`src/rtl/mac_pipe2_pkg.sv`:
```
package mac_pipe2_pkg;

   // Datapath build selector
   typedef enum logic {
      MAC_BUILD_COMB = 1'b0,
      MAC_BUILD_PIPE = 1'b1
   } mac_build_e;

   // Width of a full signed product of two w-bit operands
   function automatic int prod_width(input int w);
      return 2 * w;
   endfunction

   // Edges from operand capture to a visible change on the output
   function automatic int result_latency(input int pipelined);
      return (pipelined != 0) ? 3 : 2;
   endfunction

endpackage

```
`src/rtl/mac_opnd_reg.sv`:
```
module mac_opnd_reg #(
   parameter int W = 8
) (
   input  logic                clk,
   input  logic                rst,
   input  logic signed [W-1:0] a_d,
   input  logic signed [W-1:0] b_d,
   output logic signed [W-1:0] a_q,
   output logic signed [W-1:0] b_q
);

   always_ff @(posedge clk) begin
      if (rst) begin
         a_q <= '0;
         b_q <= '0;
      end else begin
         a_q <= a_d;
         b_q <= b_d;
      end
   end

endmodule

```
`src/rtl/mac_mult.sv`:
```
module mac_mult
   import mac_pipe2_pkg::*;
#(
   parameter int W     = 8,
   parameter int ACC_W = 32
) (
   input  logic signed [W-1:0]     a,
   input  logic signed [W-1:0]     b,
   output logic        [ACC_W-1:0] p
);

   localparam int PW = prod_width(W);

   logic signed [PW-1:0]    full;
   logic signed [ACC_W-1:0] ext;

   assign full = PW'(a) * PW'(b);
   assign ext  = ACC_W'(full);
   assign p    = ext;

endmodule

```
`src/rtl/mac_prod_reg.sv`:
```
module mac_prod_reg #(
   parameter int ACC_W = 32
) (
   input  logic             clk,
   input  logic             rst,
   input  logic [ACC_W-1:0] p_d,
   output logic [ACC_W-1:0] p_q
);

   always_ff @(posedge clk) begin
      if (rst) p_q <= '0;
      else     p_q <= p_d;
   end

endmodule

```
`src/rtl/mac_accum.sv`:
```
module mac_accum #(
   parameter int ACC_W = 32
) (
   input  logic             clk,
   input  logic             rst,
   input  logic [ACC_W-1:0] addend,
   output logic [ACC_W-1:0] state
);

   always_ff @(posedge clk) begin
      if (rst) state <= '0;
      else     state <= state + addend;
   end

endmodule

```
`src/rtl/mac_pipe2.sv`:
```
module mac_pipe2
   import mac_pipe2_pkg::*;
#(
   parameter int W         = 8,
   parameter int ACC_W     = 32,
   parameter int PIPELINED = 1
) (
   input  logic                clk,
   input  logic                rst,
   input  logic signed [W-1:0] op_a,
   input  logic signed [W-1:0] op_b,
   output logic [ACC_W-1:0]    acc_out
);

   localparam mac_build_e BUILD = (PIPELINED != 0) ? MAC_BUILD_PIPE : MAC_BUILD_COMB;

   // Elaboration-time parameter checks
   if (W < 2) begin : g_bad_w
      $error("mac_pipe2: W must be at least 2");
   end
   if (ACC_W < prod_width(W)) begin : g_bad_accw
      $error("mac_pipe2: ACC_W must hold a full product (>= 2*W)");
   end
   if (PIPELINED != 0 && PIPELINED != 1) begin : g_bad_mode
      $error("mac_pipe2: PIPELINED must be 0 or 1");
   end

   logic signed [W-1:0] a_q, b_q;
   logic [ACC_W-1:0]    prod_c;
   logic [ACC_W-1:0]    addend;

   mac_opnd_reg #(.W(W)) u_opnd (
      .clk (clk),
      .rst (rst),
      .a_d (op_a),
      .b_d (op_b),
      .a_q (a_q),
      .b_q (b_q)
   );

   mac_mult #(.W(W), .ACC_W(ACC_W)) u_mult (
      .a (a_q),
      .b (b_q),
      .p (prod_c)
   );

   if (BUILD == MAC_BUILD_PIPE) begin : g_pipe
      mac_prod_reg #(.ACC_W(ACC_W)) u_prod (
         .clk (clk),
         .rst (rst),
         .p_d (prod_c),
         .p_q (addend)
      );
   end else begin : g_comb
      assign addend = prod_c;
   end

   mac_accum #(.ACC_W(ACC_W)) u_acc (
      .clk    (clk),
      .rst    (rst),
      .addend (addend),
      .state  (acc_out)
   );

endmodule

```
`config.mk`:
```
export PLATFORM = sky130hd
export DESIGN_NAME = mac_pipe2
export DESIGN_NICKNAME = d
export VERILOG_FILES = /design/src/rtl/mac_pipe2_pkg.sv /design/src/rtl/mac_opnd_reg.sv /design/src/rtl/mac_mult.sv /design/src/rtl/mac_prod_reg.sv /design/src/rtl/mac_accum.sv /design/src/rtl/mac_pipe2.sv
export SDC_FILE = /design/constraint.sdc
export NUM_CORES = 1
export LEC_CHECK = 0
export BUFFER_PORTS_ARGS = -buffer_cell sky130_fd_sc_hd__buf_4
export CORE_MARGIN = 5
export CORE_UTILIZATION = 45
export CTS_CLUSTER_DIAMETER = 80
export DETAILED_ROUTE_END_ITERATION = 10
export SYNTH_ARGS = -nofsm -noshare
export SYNTH_HDL_FRONTEND = slang
export SYNTH_HIERARCHICAL = 1
export SYNTH_SLANG_ARGS = --single-unit
```
`constraint.sdc`:
```
create_clock -name clk -period 6.1 [get_ports clk]
set_input_delay 0.305 -clock clk [delete_from_list [all_inputs] [get_ports clk]]
set_output_delay 0.305 -clock clk [all_outputs]
set_load 0.01 [all_outputs]
```
==> reports/qor.csv <==
metric;value;unit
status;finished clean;
grt_remaining_overflow;0;
min_period;4.62;ns
cts_tree;yes;
tightest_slew;0.943;ns
pin_count;50;
synth_cell_types;69;
worst_hold_slack;0.172;ns
finalHoldViolCount;0;
tns;0;ns
grt_pass1_vias;5112;
crit_family;adder cells;
grt_pass1_wl;24200;um
dr_total_vias;5002;
worstSetupStartpointType;flop;
row_count;44;
die-area;17600;um^2
avgViaCountPerCell;5.20;
yosysWarnings;6;
synth_edf_count;0;
nets;907;
worst_skew_pair.late_latency;0.34;ns
wl_per_cell;14.4;um
cts-root-buf;clkbuf_16;
arrival;4.89;ns
cts_repair_resize_count;0;
synthArstFlopShare;0;
hold_class;in -> reg;
fmax;216;MHz
cpMostUsedCell;fa_1;
dp.final_hpwl;11000;um
synth_common_cells;inv_1 (88), dfxtp_1 (80), ha_1 (60);
syn-num-nets;884;
n_antenna_cell;0;
drt_iter0_drc;360;
hold_buffers;0;
clock_sink_count;80;
yosys-top-cells-area;dfxtp_1 (24%), fa_1 (17%), ha_1 (11%);
p_leak;3.39;nW
dp_slack;1.47;ns
die_h;132;um
post-synth-top-area-cell;dfxtp_1;
crit_type;reg -> reg;
relSlewSlack;0.363;
cp_max_fo;17;
drtPass1Iterations;5;
grt_max_degree;92;
drive_gt1_frac;0.118;
max_stage_delay;0.54;ns
cp_cell_sequence;nand2b_1 -> fa_1 -> fa_1 -> inv_1 -> fa_1 -> inv_1 -> fa_1 -> inv_1 -> ha_1 -> a21o_1 -> a21oi_4 -> a21oi_2 -> o41ai_2 -> xnor2_1 -> buf_4 -> nor2b_1;
core_region_area;14600;um^2
gp_congestion;0.910;
ir_drop;161;uV
cts_buffer_depth;2;
netlist_area;6750;um^2
critPathCaptureType;flop;
htreeDepth;3;
dieWidth;132;um
synth-seq-cells;80;
post-synth-top-count-cell;inv_1;
avgSynthCellArea;9.00;um^2
period_share;0.757;
drcViolationCount;0;
yosysSeqAreaShare;0.237;
synth_ff_type;dfxtp_1;
layout_setup_ws;1.48;ns
cap_violations;0;
start_util;0.461;
rsz0062_at_grt;no;
wirelength;13800;um
pwr_density_cell;346;nW/um^2
total_power;2.57;mW
area_delta_synth_final;9.86;%
n_fill_cell;1407;
postSynthCellCount;750;
crit_required;6.37;ns
drtAntennaViolNets;0;
setup-violations-final;0;
numCtsBuffers;9;
skew;0.00700;ns
slew_violations;0;
antenna_found_initial;0;
port_buffers;49;
fin_util;0.506;
worst-path-buf-inv;4;
clk_pin_slew;0.06;ns
postCtsSetupBuffers;0;
synth_top_area_frac;0.237;
grt_use_total;0.166;
slowest_stage;fa_1;
## metal layers
metal,wire length [um],global-route usage,share of wire
met1,6780,0.229,0.49
met2,6330,0.266,0.46
met3,544,0.0326,0.039
met4,179,0.0456,0.013
met5,0,0,0
## cell type report
cell class              count  area (um^2)  area share
multi-input cells         544         4570       0.617
flip-flops and latches     80         1600       0.216
repair buffers             50          375      0.0506
inverters                  88          330      0.0445
clock buffers              10          239      0.0322
well taps                 184          230      0.0310
clock inverters             6         67.6     0.00911
## through the flow
stage,cells,area [um^2]
after floorplan,750,6750
after global placement,946,7110
final,962,7420
after global routing,962,7420
after CTS,962,7420
after detailed placement,946,7110
## where the power goes
group / total [mW] / switching (mW) / internal (mW)
clock: 0.553 / 0.223 / 0.329
combinational: 1.28 / 0.723 / 0.554
sequential: 0.741 / 0.0814 / 0.660
total: 2.57 / 1.03 / 1.54
## state kept, by name (all words and copies together), names as in the netlist
signal             cells
u_acc/state           32
g_pipe.u_prod/p_q     32
u_opnd/b_q             8
u_opnd/a_q             8
## placed cells by master (no fill, tap or decap), types with 22 or more instances in the layout
master	instances
nor2b_1	52
inv_1	88
a21oi_1	47
fa_1	56
nand2_1	33
nor2_1	40
dfxtp_1	80
xnor2_1	22
ha_1	60
o21ai_0	22
and2_1	47
buf_4	50
## final timing paths
check                             from                     to  slack [ns]  depth (start not counted)
hold / removal                 op_b[3]          u_opnd/b_q[3]        0.17                          2
setup / recovery         u_opnd/b_q[7]  g_pipe.u_prod/p_q[19]        1.48                         16
setup reg to reg         u_opnd/b_q[7]  g_pipe.u_prod/p_q[19]        1.48                         16
hold reg to reg   g_pipe.u_prod/p_q[0]         u_acc/state[0]        0.62                          2
## worst reg2reg max path, cell delays in order, from the launching register on
cell and delay (ns):
dfxtp_1 0.50, nand2b_1 0.13, fa_1 0.51, fa_1 0.54, inv_1 0.05, fa_1 0.52, inv_1 0.05, fa_1 0.52
inv_1 0.04, ha_1 0.35, a21o_1 0.21, a21oi_4 0.18, a21oi_2 0.09, o41ai_2 0.31, xnor2_1 0.15, buf_4 0.23
nor2b_1 0.16
## kinds of logic (layout without fill, tap and decap cells)
logic type,count (synthesis),in the layout,share of synthesized area
AND/OR/NAND/NOR,255,255,0.216
AO/OA/AOI/OAI,136,136,0.134
adder cells (fa/ha/maj),116,116,0.277
flip-flops,80,80,0.237
multiplexers,4,4,0.00649
XOR/XNOR,33,33,0.0428
buffers and inverters,126,154,0.0854
Power figures use the tool's default switching activity.
